### config.mk
export PLATFORM = sky130hd
export DESIGN_NAME = spi_clkdiv
export DESIGN_NICKNAME = d
export VERILOG_FILES = /design/src/rtl/spi_clkdiv_pkg.sv /design/src/rtl/spi_clkdiv_decode.sv /design/src/rtl/spi_clkdiv_count.sv /design/src/rtl/spi_clkdiv_phase.sv /design/src/rtl/spi_clkdiv.sv
export SDC_FILE = /design/constraint.sdc
export NUM_CORES = 1
export LEC_CHECK = 0
export BUFFER_PORTS_ARGS = -buffer_cell sky130_fd_sc_hd__buf_2
export CAP_MARGIN = 20
export CORE_ASPECT_RATIO = 1.1
export CORE_UTILIZATION = 25
export CTS_BUF_LIST = sky130_fd_sc_hd__clkbuf_16
export CTS_CLUSTER_SIZE = 25
export DETAILED_ROUTE_END_ITERATION = 10
export GPL_TIMING_DRIVEN = 0
export PLACE_DENSITY = 0.49
export RECOVER_POWER = 100
export SKIP_CTS_REPAIR_TIMING = 1
export SYNTH_ARGS = -nofsm -noshare
export SYNTH_HDL_FRONTEND = slang
export SYNTH_SLANG_ARGS = --single-unit
### constraint.sdc
create_clock -name clk_i -period 2.4 [get_ports clk_i]
set_input_delay 0.12 -clock clk_i [delete_from_list [all_inputs] [get_ports clk_i]]
set_output_delay 0.12 -clock clk_i [all_outputs]
set_load 0.03 [all_outputs]
### src/rtl/spi_clkdiv_pkg.sv
package spi_clkdiv_pkg;

   typedef enum logic {
      FMT_POW2   = 1'b0,
      FMT_LINEAR = 1'b1
   } div_fmt_e;

   function automatic int max_int(input int a, input int b);
      return (a > b) ? a : b;
   endfunction

   // Bits needed for the largest terminal count (half-period minus one).
   function automatic int term_width(input int exp_w, input int lin_w);
      return max_int((1 << exp_w) - 1, lin_w);
   endfunction

endpackage

### src/rtl/spi_clkdiv_decode.sv
module spi_clkdiv_decode
   import spi_clkdiv_pkg::*;
#(
   parameter int EXP_W = 4,
   parameter int LIN_W = 8,
   parameter int CNT_W = term_width(EXP_W, LIN_W)
) (
   input  logic [EXP_W-1:0] exp_f_i,
   input  logic [LIN_W-1:0] lin_f_i,
   input  div_fmt_e         fmt_i,
   output logic [CNT_W-1:0] term_o
);

   logic [CNT_W-1:0] pow2_term;
   logic [CNT_W-1:0] lin_term;

   // Power-of-two half-period 2^E minus one: the low E bits set.
   for (genvar i = 0; i < CNT_W; i++) begin : g_pow2_bit
      if (i < (1 << EXP_W) - 1) begin : g_reach
         assign pow2_term[i] = (exp_f_i > EXP_W'(i));
      end else begin : g_beyond
         assign pow2_term[i] = 1'b0;
      end
   end

   // Linear half-period N+1 minus one is N itself.
   assign lin_term = CNT_W'(lin_f_i);

   always_comb begin
      unique case (fmt_i)
         FMT_LINEAR: term_o = lin_term;
         default:    term_o = pow2_term;
      endcase
   end

endmodule

### src/rtl/spi_clkdiv_count.sv
module spi_clkdiv_count #(
   parameter int CNT_W = 15
) (
   input  logic             clk_i,
   input  logic             rst_ni,
   input  logic             enable_i,
   input  logic [CNT_W-1:0] term_next_i,
   output logic             wrap_o
);

   logic [CNT_W-1:0] cnt_q;
   logic [CNT_W-1:0] cur_term_q;

   assign wrap_o = enable_i && (cnt_q == cur_term_q);

   always_ff @(posedge clk_i or negedge rst_ni) begin
      if (!rst_ni) begin
         cnt_q      <= '0;
         cur_term_q <= '0;
      end else if (!enable_i || wrap_o) begin
         cnt_q      <= '0;
         cur_term_q <= term_next_i;
      end else begin
         cnt_q      <= cnt_q + CNT_W'(1);
      end
   end

   AST_IDLE_CLEAR: assert property (@(posedge clk_i) disable iff (!rst_ni)
      !enable_i |=> (cnt_q == '0));

   AST_CNT_BOUND: assert property (@(posedge clk_i) disable iff (!rst_ni)
      cnt_q <= cur_term_q);

   AST_TERM_HOLD: assert property (@(posedge clk_i) disable iff (!rst_ni)
      (cnt_q != '0) |-> $stable(cur_term_q));

endmodule

### src/rtl/spi_clkdiv_phase.sv
module spi_clkdiv_phase (
   input  logic clk_i,
   input  logic rst_ni,
   input  logic enable_i,
   input  logic wrap_i,
   output logic phase_o,
   output logic tick_o
);

   logic phase_q;
   logic tick_q;

   always_ff @(posedge clk_i or negedge rst_ni) begin
      if (!rst_ni) begin
         phase_q <= 1'b0;
         tick_q  <= 1'b0;
      end else if (!enable_i) begin
         phase_q <= 1'b0;
         tick_q  <= 1'b0;
      end else begin
         tick_q  <= wrap_i;
         if (wrap_i) begin
            phase_q <= ~phase_q;
         end
      end
   end

   assign phase_o = phase_q;
   assign tick_o  = tick_q;

   AST_TICK_MARKS_EDGE: assert property (@(posedge clk_i) disable iff (!rst_ni)
      tick_q |-> (phase_q != $past(phase_q)));

   AST_NO_TICK_NO_EDGE: assert property (@(posedge clk_i) disable iff (!rst_ni)
      ($past(enable_i) && !tick_q) |-> $stable(phase_q));

endmodule

### src/rtl/spi_clkdiv.sv
module spi_clkdiv
   import spi_clkdiv_pkg::*;
#(
   parameter int EXP_W = 4,
   parameter int LIN_W = 8,
   localparam int SEL_BIT = EXP_W + LIN_W,
   localparam int CTRL_W  = SEL_BIT + 1,
   localparam int CNT_W   = term_width(EXP_W, LIN_W)
) (
   input  logic              clk_i,
   input  logic              rst_ni,
   input  logic              enable_i,
   input  logic              cpol_i,
   input  logic [CTRL_W-1:0] rate_ctrl_i,
   output logic              sclk_o,
   output logic              tick_o
);

   if (EXP_W < 1 || EXP_W > 5) begin : g_bad_exp_w
      $error("spi_clkdiv: EXP_W must lie in 1..5");
   end
   if (LIN_W < 1 || LIN_W > 16) begin : g_bad_lin_w
      $error("spi_clkdiv: LIN_W must lie in 1..16");
   end

   logic [EXP_W-1:0] exp_f;
   logic [LIN_W-1:0] lin_f;
   div_fmt_e         fmt;
   logic [CNT_W-1:0] term_next;
   logic             wrap;
   logic             phase;

   assign fmt   = div_fmt_e'(rate_ctrl_i[SEL_BIT]);
   assign exp_f = rate_ctrl_i[SEL_BIT-1 -: EXP_W];
   assign lin_f = rate_ctrl_i[LIN_W-1:0];

   spi_clkdiv_decode #(
      .EXP_W (EXP_W),
      .LIN_W (LIN_W),
      .CNT_W (CNT_W)
   ) u_decode (
      .exp_f_i (exp_f),
      .lin_f_i (lin_f),
      .fmt_i   (fmt),
      .term_o  (term_next)
   );

   spi_clkdiv_count #(
      .CNT_W (CNT_W)
   ) u_count (
      .clk_i       (clk_i),
      .rst_ni      (rst_ni),
      .enable_i    (enable_i),
      .term_next_i (term_next),
      .wrap_o      (wrap)
   );

   spi_clkdiv_phase u_phase (
      .clk_i    (clk_i),
      .rst_ni   (rst_ni),
      .enable_i (enable_i),
      .wrap_i   (wrap),
      .phase_o  (phase),
      .tick_o   (tick_o)
   );

   // Idle phase is zero, so the polarity input sets the resting level.
   assign sclk_o = phase ^ cpol_i;

   AST_IDLE_LEVEL: assert property (@(posedge clk_i) disable iff (!rst_ni)
      !enable_i |=> ((sclk_o == cpol_i) && !tick_o));

   AST_RESET_QUIET: assert property (@(posedge clk_i)
      !rst_ni |-> (!tick_o && (sclk_o == cpol_i)));

endmodule

==> flow_metrics.py, run 1 <==
metrics = {
    "status": {
        "outcome": "finished with violations",
        "violations": "capacitance limit, slew limit",
    },
    "placed_design": {
        "place_congestion": 0.6908,
        "dpl.hpwl_um": 2589,
        "placed_area_um2": 1861,
        "port_buffers": 17,
    },
    "setup_path": {
        "worstPathArrival_ns": 2.34,
        "startpoint": "u_count.cnt_q[6]$_DFF_PN0_",
        "end_kind": "flop",
        "critPathRequiredTime_ns": 2.56,
        "cpPeakStageDelay_ns": 0.46,
        "worstSetupPathType": "flop to flop",
        "path_buf_inv": 1,
        "cp_max_fo": 10,
        "rr_worst_depth": 6,
        "r2r-start": "u_count.cnt_q[6]$_DFF_PN0_",
        "critPathTopFamily": "simple AND/OR/NAND/NOR gates",
        "startpoint_type": "flop",
        "crit_path_cell_trace": "xor2_1 > nor4_2 > nand2_1 > o31ai_4 > buf_6 > mux2_2",
        "crit_slowest_cell": "dfrtp_1",
        "cp.depth": 6,
    },
    "timing": {
        "maxSlewViolCount": 33,
        "fmax_mhz": 456.8,
        "worst_slew_pin_slew_ns": 1.713,
        "rsz0062_at_grt": "false",
        "skew_ns": 0.004326,
        "holdWs_ns": 0.1047,
        "setup_viol_count_final": 0,
        "period_minus_slack_ns": 2.189,
        "slew_headroom": -0.1419,
        "finalHoldViolCount": 0,
        "finalCritPeriodShare": 0.9122,
        "setup_tns_ns": 0,
    },
    "drt": {
        "drt_iter0_markers": 29,
        "num_vias": 1145,
        "wire_per_inst_um": 13.00,
        "first_pass_iters": 3,
        "drc": 0,
        "ant_nets": 0,
        "drt_wl_total_um": 3484,
        "via_per_inst": 4.272,
    },
    "worst_hold_path": {
        "hp-class": "primary input to flop",
        "timing.hold.worst_path_depth": 3,
        "hold_path_startpoint": "enable_i",
    },
    "floorplanning": {
        "die_h_um": 87.86,
        "fp.coreArea_um2": 6306,
        "ios": 19,
        "die_w_um": 80.05,
        "rows": 30,
        "die-area_um2": 7033,
        "start_util": 0.2657,
    },
    "logic_synthesis": {
        "synth_nets": 180,
        "synth_cell_types": 28,
        "yosys_register_bits": 32,
        "ys_seq_area_frac": 0.4780,
        "synth_area_leaders": "dfrtp_1 (48%), mux2_2 (9.4%), xor2_1 (7.8%)",
        "synth_edf_count": 0,
        "synth_area_per_cell_um2": 10.34,
        "synth_largest_area_cell": "dfrtp_1",
        "yosysWarnings": 0,
        "synth_top_area_share": 0.4780,
        "synthesis.area_um2": 1675,
        "synthArstFlopShare": 1.000,
        "synthCells": 162,
        "synthFlopType": "dfrtp_1",
    },
    "final_layout": {
        "stdcell_area_um2": 2009,
        "n_fill_cell": 659,
        "area_growth_pct": 19.94,
        "final_util": 0.3187,
        "drive_above_1_share": 0.2181,
        "design.final.nets": 205,
        "antenna_cells": 0,
    },
    "global_route": {
        "track_usage": 0.1124,
        "grt_pass1_wl_um": 5775,
        "grt_pass1_vias": 1207,
        "grt_max_degree": 33,
        "grt_overflow": 0,
        "antenna_found_initial": 0,
    },
    "power_and_ir_drop": {
        "p_leak_uw": 0.0008720,
        "powerDensity_nw_per_um2": 664.0,
        "total_power_uw": 1334,
        "max-vdd-ir-drop_mv": 0.3233,
    },
    "clock_network": {
        "cts_tree": "done",
        "clk_path_buf_depth": 2,
        "root_buffer": "clkbuf_16",
        "clk_latency_ns": 0.27,
        "clock_sinks": 32,
        "cts_buffers": 5,
        "cts_max_level": 2,
        "clk_pin_slew_worst_paths_ns": 0.05,
    },
    "flow_run": {
        "cap_violations": 1,
    },
}
[through the flow]
step                setup slack [ns]  instances
floorplan                     0.4861        162
global placement              0.1722        259
detailed placement            0.1383        259
CTS                           0.1239        267
global route                 0.04734        268
finish                        0.2108        268
[logic make-up after synthesis]
kind of cell	share of synthesized area
fa+ha+maj	0.007467
flops	0.4780
mux	0.1008
xor+xnor	0.1516
simple gates	0.1778
buf+inv	0.03361
compound gates	0.05078
[flip-flops by register name (all words and copies together), names as in the netlist]
signal and cells:
u_count.cnt_q 15, u_count.cur_term_q 15, u_phase.phase_o 1, u_phase.tick_o 1
[cell type report]
type | count | area, µm² | share of cell area
clock inverters | 3 | 13.76 | 0.006849
repair buffers | 18 | 91.34 | 0.04545
plain buffers | 5 | 35.03 | 0.01743
clock buffers | 5 | 125.1 | 0.06227
multi-input cells | 120 | 824.5 | 0.4103
well taps | 80 | 100.1 | 0.04981
flip-flops and latches | 32 | 800.8 | 0.3985
inverters | 5 | 18.77 | 0.009340
[Yosys cell counts, types with 5 or more instances]
cell type	n
nor2_1	26
inv_1	5
xnor2_1	14
nor2b_1	6
mux2_2	14
dfrtp_1	32
nand3_1	7
a21oi_1	7
xor2_1	15
nand2_1	8
[report_power, final]
group	leakage [µW]	total, µW	switching, µW	internal [µW]
sequential	0.000418	593	24.9	568
combinational	0.000383	139	73.2	65.4
clock	0.0000710	603	227	376
total	0.000872	1330	325	1010
[path summary, 6_finish.rpt]
path                                                       to  slack [ns]
setup / recovery           u_count.cur_term_q[14]$_DFFE_PN0P_        0.21
hold / removal                    u_phase.phase_o$_DFFE_PN0P_        0.10
setup reg to reg           u_count.cur_term_q[14]$_DFFE_PN0P_        0.21
hold reg to reg             u_count.cur_term_q[4]$_DFFE_PN0P_        0.52
max in group asynchronous   u_count.cur_term_q[2]$_DFFE_PN0P_        0.57
min in group asynchronous   u_count.cur_term_q[8]$_DFFE_PN0P_        0.82
[worst min-delay path: cells and delay by family]
kind | cells | cell delay (ns)
AOI/OAI and AO/OA | 1 | 0.04
buffers and inverters | 2 | 0.18
[metal layers]
layer / share of wire / GRT usage
met1: 0.50 / 0.1369
met3: 0.030 / 0.03750
met5: 0 / 0
met2: 0.45 / 0.1787
met4: 0.019 / 0.05357
[cells in the final DEF, fill, tap and decap left out, types with 2 or more instances in the layout]
cell type / n
a21oi_1: 7
buf_2: 14
buf_6: 2
clkbuf_1: 5
clkbuf_16: 5
clkinv_2: 2
dfrtp_1: 32
inv_1: 5
mux2_2: 14
nand2_1: 8
nand3_1: 7
nand4_1: 3
nor2_1: 26
nor2b_1: 6
nor3_1: 3
nor4_1: 2
o21ai_0: 3
xnor2_1: 14
xor2_1: 15
No activity file was read; power rests on OpenSTA's default activity.
==> inputs of run 2 (changes only) <==
--- a/config.mk
+++ b/config.mk
@@ -5,7 +5,7 @@
 export SDC_FILE = /design/constraint.sdc
 export NUM_CORES = 1
 export LEC_CHECK = 0
-export BUFFER_PORTS_ARGS = -buffer_cell sky130_fd_sc_hd__buf_2
+export BUFFER_PORTS_ARGS = -buffer_cell sky130_fd_sc_hd__buf_4
 export CAP_MARGIN = 20
 export CORE_ASPECT_RATIO = 1.1
 export CORE_UTILIZATION = 25
==> run 2 against run 1 <==
  * The run still ends with capacitance limit, slew limit left
  * Maximum frequency decreased by 2.0%
  * Routed wire length shrank 1.6%
  * Largest power group is now sequential cells
  * Clock power decreased by 3.8%
  * First-iteration DRC count up 21%
  * Setup slack worse by 0.044 ns
  * Total power decreased by 1.4%
  * Global-route usage rose by 0.051 points
  * Cell count fell by 0.37%
  * Worst hold slack improved by 0.0072 ns
==> flow_metrics.py, run 2 (synthesized netlist as in run 1, its figures left out) <==
metrics = {
    "placed_design": {
        "placed_cells": 259,
        "dpl.hpwl_um": 2608,
        "port_buffers": 17,
        "place_congestion": 0.6925,
        "dp_slack_ns": 0.1848,
    },
    "power_and_ir_drop": {
        "switchingPower_uw": 305.7,
        "p_leak_uw": 0.0008774,
        "p_int_uw": 1009,
        "p_sw_frac": 0.2324,
        "pwr-share-clk": 0.441,
        "pwr-share-comb": 0.108,
        "max-vdd-ir-drop_mv": 0.2460,
        "powerDensity_nw_per_um2": 647.2,
        "seqPwrFrac": 0.451,
    },
    "clock_network": {
        "root_buffer": "clkbuf_16",
        "cts_max_level": 2,
        "clk_latency_ns": 0.27,
        "cts_buffers": 5,
        "clock_sinks": 32,
        "clk_path_buf_depth": 2,
        "cts_tree": "done",
        "clk_pin_slew_worst_paths_ns": 0.05,
    },
    "worst_hold_path": {
        "hp-class": "primary input to flop",
    },
    "flow_run": {
        "cap_violations": 1,
    },
    "drt": {
        "ant_nets": 0,
        "wl_met2_um": 1600,
        "drc": 0,
        "drt_iter0_markers": 35,
        "wire_per_inst_um": 12.84,
        "via_per_inst": 4.393,
        "wl_met3_um": 106,
        "num_vias": 1173,
        "wl_met1_um": 1663,
        "first_pass_iters": 4,
        "drt_wl_total_um": 3428,
        "routed.top_layer": "met4",
    },
    "setup_path": {
        "cpPeakStageDelay_ns": 0.47,
        "crit_slowest_cell": "dfrtp_1",
        "critPathRequiredTime_ns": 2.55,
        "startpoint_type": "flop",
        "worstSetupPathType": "flop to flop",
        "end_kind": "flop",
        "crit_path_cell_trace": "xor2_1 > nor4_1 > nand2_1 > o31ai_4 > buf_6 > mux2_2",
        "worstPathArrival_ns": 2.39,
        "path_buf_inv": 1,
        "critPathTopFamily": "simple AND/OR/NAND/NOR gates",
        "cp_max_fo": 10,
    },
    "global_route": {
        "track_usage": 0.1129,
        "grt_overflow": 0,
        "grt_max_degree": 33,
        "grt_pass1_wl_um": 5844,
        "antenna_found_initial": 0,
        "grt_pass1_vias": 1236,
    },
    "status": {
        "violations": "capacitance limit, slew limit",
        "outcome": "finished with violations",
    },
    "timing": {
        "setup_tns_ns": 0,
        "slew_headroom": -0.1625,
        "finalHoldViolCount": 0,
        "skew_ns": 0.005478,
        "worst_slew_pin_slew_ns": 1.744,
        "finalCritPeriodShare": 0.9303,
        "period_minus_slack_ns": 2.233,
        "layout_setup_ws_ns": 0.1672,
        "setup_viol_count_final": 0,
        "holdWs_ns": 0.1119,
        "fmax_mhz": 447.9,
        "maxSlewViolCount": 33,
        "rsz0062_at_grt": "false",
    },
    "final_layout": {
        "final_util": 0.3222,
        "area_growth_pct": 21.28,
        "layout_commonest_cell": "dfrtp_1",
        "n_fill_cell": 676,
        "final_cell_count_no_fill": 267,
        "final_cell_mix": "dfrtp_1 (32), nor2_1 (26), xor2_1 (15)",
        "drive_above_1_share": 0.2032,
        "top_regs": "u_count.cnt_q: 15 flops, u_count.cur_term_q: 15 flops",
        "design.final.nets": 205,
        "antenna_cells": 0,
    },
    "floorplanning": {
        "fp.coreArea_um2": 6306,
        "die-area_um2": 7033,
        "die_w_um": 80.05,
        "start_util": 0.2657,
        "die_h_um": 87.86,
        "ios": 19,
        "rows": 30,
    },
}
run 2: per-stage QoR:
step / instance area [µm²] / total power, µW
after detailed placement: 1903 / 749.2
after CTS: 2036 / 1340
after floorplan: 1675 / 687.1
after global routing: 2032 / 1387
final: 2032 / 1315
after global placement: 1903 / 747.8
run 2: routing by layer:
metal | vias to the layer above | global-route usage
met5 | - | 0
met4 | 0 | 0.04870
met3 | 6 | 0.03438
met2 | 11 | 0.1795
met1 | 564 | 0.1417
li1 | 592 | -
run 2: final timing paths:
| check | from | end | slack (ns) | cells after the start |
|---|---|---|---|---|
| min in group asynchronous | rst_ni | u_count.cnt_q[9]$_DFF_PN0_ | 0.85 | 2 |
| max in group asynchronous | rst_ni | u_count.cur_term_q[2]$_DFFE_PN0P_ | 0.54 | 2 |
| max | u_count.cnt_q[6]$_DFF_PN0_ | u_count.cur_term_q[1]$_DFFE_PN0P_ | 0.17 | 6 |
| min | enable_i | u_phase.phase_o$_DFFE_PN0P_ | 0.11 | 3 |
| min reg2reg | u_count.cur_term_q[12]$_DFFE_PN0P_ | u_count.cur_term_q[12]$_DFFE_PN0P_ | 0.52 | 1 |
| max reg2reg | u_count.cnt_q[6]$_DFF_PN0_ | u_count.cur_term_q[1]$_DFFE_PN0P_ | 0.17 | 6 |
run 2: worst register-to-register path: stages (launching register included):
cell and delay [ns]:
dfrtp_1 0.47, xor2_1 0.18, nor4_1 0.35, nand2_1 0.21, o31ai_4 0.36, buf_6 0.20, mux2_2 0.34
run 2: power groups by stage:
stage / sequential, µW / combinational, µW / clock, µW
floorplan: 594 / 93.2 / 0
global placement: 603 / 144 / 0
detailed placement: 604 / 145 / 0
CTS: 594 / 147 / 599
global route: 597 / 160 / 630
finish: 593 / 142 / 580
run 2: area by class of cell:
type | count | area [µm²] | area share
Timing Repair Buffer | 18 | 126.4 | 0.06219
Clock buffer | 5 | 125.1 | 0.06158
Sequential cell | 32 | 800.8 | 0.3941
Multi-Input combinational cell | 120 | 818.3 | 0.4027
Tap cell | 80 | 100.1 | 0.04926
Buffer | 5 | 35.03 | 0.01724
Clock inverter | 2 | 7.507 | 0.003695
Inverter | 5 | 18.77 | 0.009236
==> inputs of run 3 (changes only) <==
--- a/config.mk
+++ b/config.mk
@@ -7,15 +7,16 @@
 export LEC_CHECK = 0
 export BUFFER_PORTS_ARGS = -buffer_cell sky130_fd_sc_hd__buf_4
 export CAP_MARGIN = 20
-export CORE_ASPECT_RATIO = 1.1
+export CORE_ASPECT_RATIO = 0.7
 export CORE_UTILIZATION = 25
 export CTS_BUF_LIST = sky130_fd_sc_hd__clkbuf_16
-export CTS_CLUSTER_SIZE = 25
+export CTS_CLUSTER_SIZE = 12
 export DETAILED_ROUTE_END_ITERATION = 10
 export GPL_TIMING_DRIVEN = 0
 export PLACE_DENSITY = 0.49
 export RECOVER_POWER = 100
 export SKIP_CTS_REPAIR_TIMING = 1
+export SKIP_LAST_GASP = 1
 export SYNTH_ARGS = -nofsm -noshare
 export SYNTH_HDL_FRONTEND = slang
 export SYNTH_SLANG_ARGS = --single-unit
==> run 3 against run 2 <==
  * The run still ends with capacitance limit, slew limit left
  * Maximum frequency up 4.1%
  * Sequential share of layout area down 0.38 points
  * Clock-buffer cell count did not move
  * Critical endpoint is now u_count.cur_term_q[4]$_DFFE_PN0P_
  * Largest cell class unchanged
==> flow_metrics.py, run 3 (synthesized netlist as in run 1, its figures left out) <==
metrics = {
    "drt": {
        "drc": 0,
        "num_vias": 1163,
        "wire_per_inst_um": 12.76,
        "first_pass_iters": 4,
        "drt_wl_total_um": 3561,
        "drt_iter0_markers": 33,
        "ant_nets": 0,
        "via_per_inst": 4.168,
    },
    "global_route": {
        "track_usage": 0.1185,
        "antenna_found_initial": 0,
        "grt_max_degree": 33,
        "grt_pass1_vias": 1153,
        "grt_overflow": 0,
        "grt_pass1_wl_um": 6099,
    },
    "floorplanning": {
        "die_h_um": 70.49,
        "ios": 19,
        "die_w_um": 99.85,
        "rows": 24,
        "start_util": 0.2644,
        "die-area_um2": 7038,
        "fp.coreArea_um2": 6336,
    },
    "setup_path": {
        "startpoint_type": "flop",
        "critPathRequiredTime_ns": 2.56,
        "cpPeakStageDelay_ns": 0.42,
        "cp_max_fo": 10,
        "worstPathArrival_ns": 2.31,
        "end_kind": "flop",
        "crit_slowest_cell": "dfrtp_1",
        "worstSetupPathType": "flop to flop",
        "crit_path_cell_trace": "xor2_1 > nor4_1 > nand2_1 > o31ai_4 > buf_6 > mux2_2",
    },
    "placed_design": {
        "dp_slack_ns": 0.2680,
        "placed_area_um2": 1917,
        "place_congestion": 0.7550,
        "dpl.hpwl_um": 2656,
        "port_buffers": 17,
    },
    "power_and_ir_drop": {
        "powerDensity_nw_per_um2": 653.2,
        "p_leak_uw": 0.0008837,
        "total_power_uw": 1340,
        "max-vdd-ir-drop_mv": 0.2338,
    },
    "clock_network": {
        "cts_tree": "done",
        "clock_sinks": 32,
        "root_buffer": "clkbuf_16",
        "clk_latency_ns": 0.28,
        "clk_path_buf_depth": 2,
        "clk_pin_slew_worst_paths_ns": 0.05,
        "cts_buffers": 5,
        "cts_max_level": 2,
    },
    "status": {
        "outcome": "finished with violations",
        "violations": "capacitance limit, slew limit",
    },
    "timing": {
        "layout_setup_ws_ns": 0.2543,
        "finalHoldViolCount": 0,
        "skew_ns": 0.003537,
        "setup_tns_ns": 0,
        "setup_viol_count_final": 0,
        "rsz0062_at_grt": "false",
        "maxSlewViolCount": 33,
        "period_minus_slack_ns": 2.146,
        "fmax_mhz": 466.0,
        "finalCritPeriodShare": 0.8941,
        "slew_headroom": -0.1227,
        "worst_slew_pin_slew_ns": 1.684,
    },
    "flow_run": {
        "cap_violations": 1,
    },
    "final_layout": {
        "drive_above_1_share": 0.2128,
        "design.final.nets": 205,
        "area_growth_pct": 22.48,
        "final_util": 0.3239,
        "top_regs": "u_count.cnt_q: 15 flops, u_count.cur_term_q: 15 flops",
        "final_cell_mix": "dfrtp_1 (32), nor2_1 (26), xor2_1 (15)",
        "antenna_cells": 0,
        "layout_commonest_cell": "dfrtp_1",
        "stdcell_area_um2": 2052,
    },
    "worst_hold_path": {
        "hp-class": "primary input to flop",
    },
}
-- run 3: per-stage QoR --
stage,cells,hold slack [ns]
floorplan,162,-0.1756
global placement,270,0.08829
detailed placement,270,0.08672
CTS,278,-0.2138
global route,279,0.1287
finish,279,0.1009
-- run 3: report_power, final --
part | internal, µW | switching, µW
Clock | 376 | 227
Combinational | 71.4 | 73.8
Sequential | 568 | 24.2
Total | 1020 | 325
-- run 3: worst paths after layout --
check / start / slack (ns) / endpoint / cells past startpoint
min reg2reg: u_count.cur_term_q[12]$_DFFE_PN0P_ / 0.51 / u_count.cur_term_q[12]$_DFFE_PN0P_ / 1
max in group asynchronous: rst_ni / 0.61 / u_count.cnt_q[11]$_DFF_PN0_ / 2
min in group asynchronous: rst_ni / 0.82 / u_count.cur_term_q[8]$_DFFE_PN0P_ / 2
min: enable_i / 0.10 / u_phase.phase_o$_DFFE_PN0P_ / 3
max reg2reg: u_count.cnt_q[11]$_DFF_PN0_ / 0.25 / u_count.cur_term_q[4]$_DFFE_PN0P_ / 6
max: u_count.cnt_q[11]$_DFF_PN0_ / 0.25 / u_count.cur_term_q[4]$_DFFE_PN0P_ / 6
-- run 3: critical path: cells and delay by family (launching register included) --
family | cells | cell delay, ns
AND/OR/NAND/NOR | 2 | 0.53
buffers and inverters | 1 | 0.20
multiplexers | 1 | 0.34
flip-flops | 1 | 0.42
AO/OA/AOI/OAI | 1 | 0.36
XOR/XNOR | 1 | 0.16
-- run 3: layer usage --
layer,GRT usage,routed length (µm),part of all wire,vias to the layer above
li1,-,-,-,588
met3,0.03604,112,0.031,7
met2,0.1341,1259,0.35,12
met4,0.06863,91,0.026,0
met1,0.1856,2098,0.59,556
met5,0,0,0,-
-- run 3: cell type report --
class,count,area [µm²]
inverters,5,18.77
repair buffers,18,126.4
fillers,657,4284
clock inverters,3,13.76
plain buffers,5,35.03
multi-input cells,120,818.3
clock buffers,5,125.1
well taps,91,113.9
flip-flops and latches,32,800.8
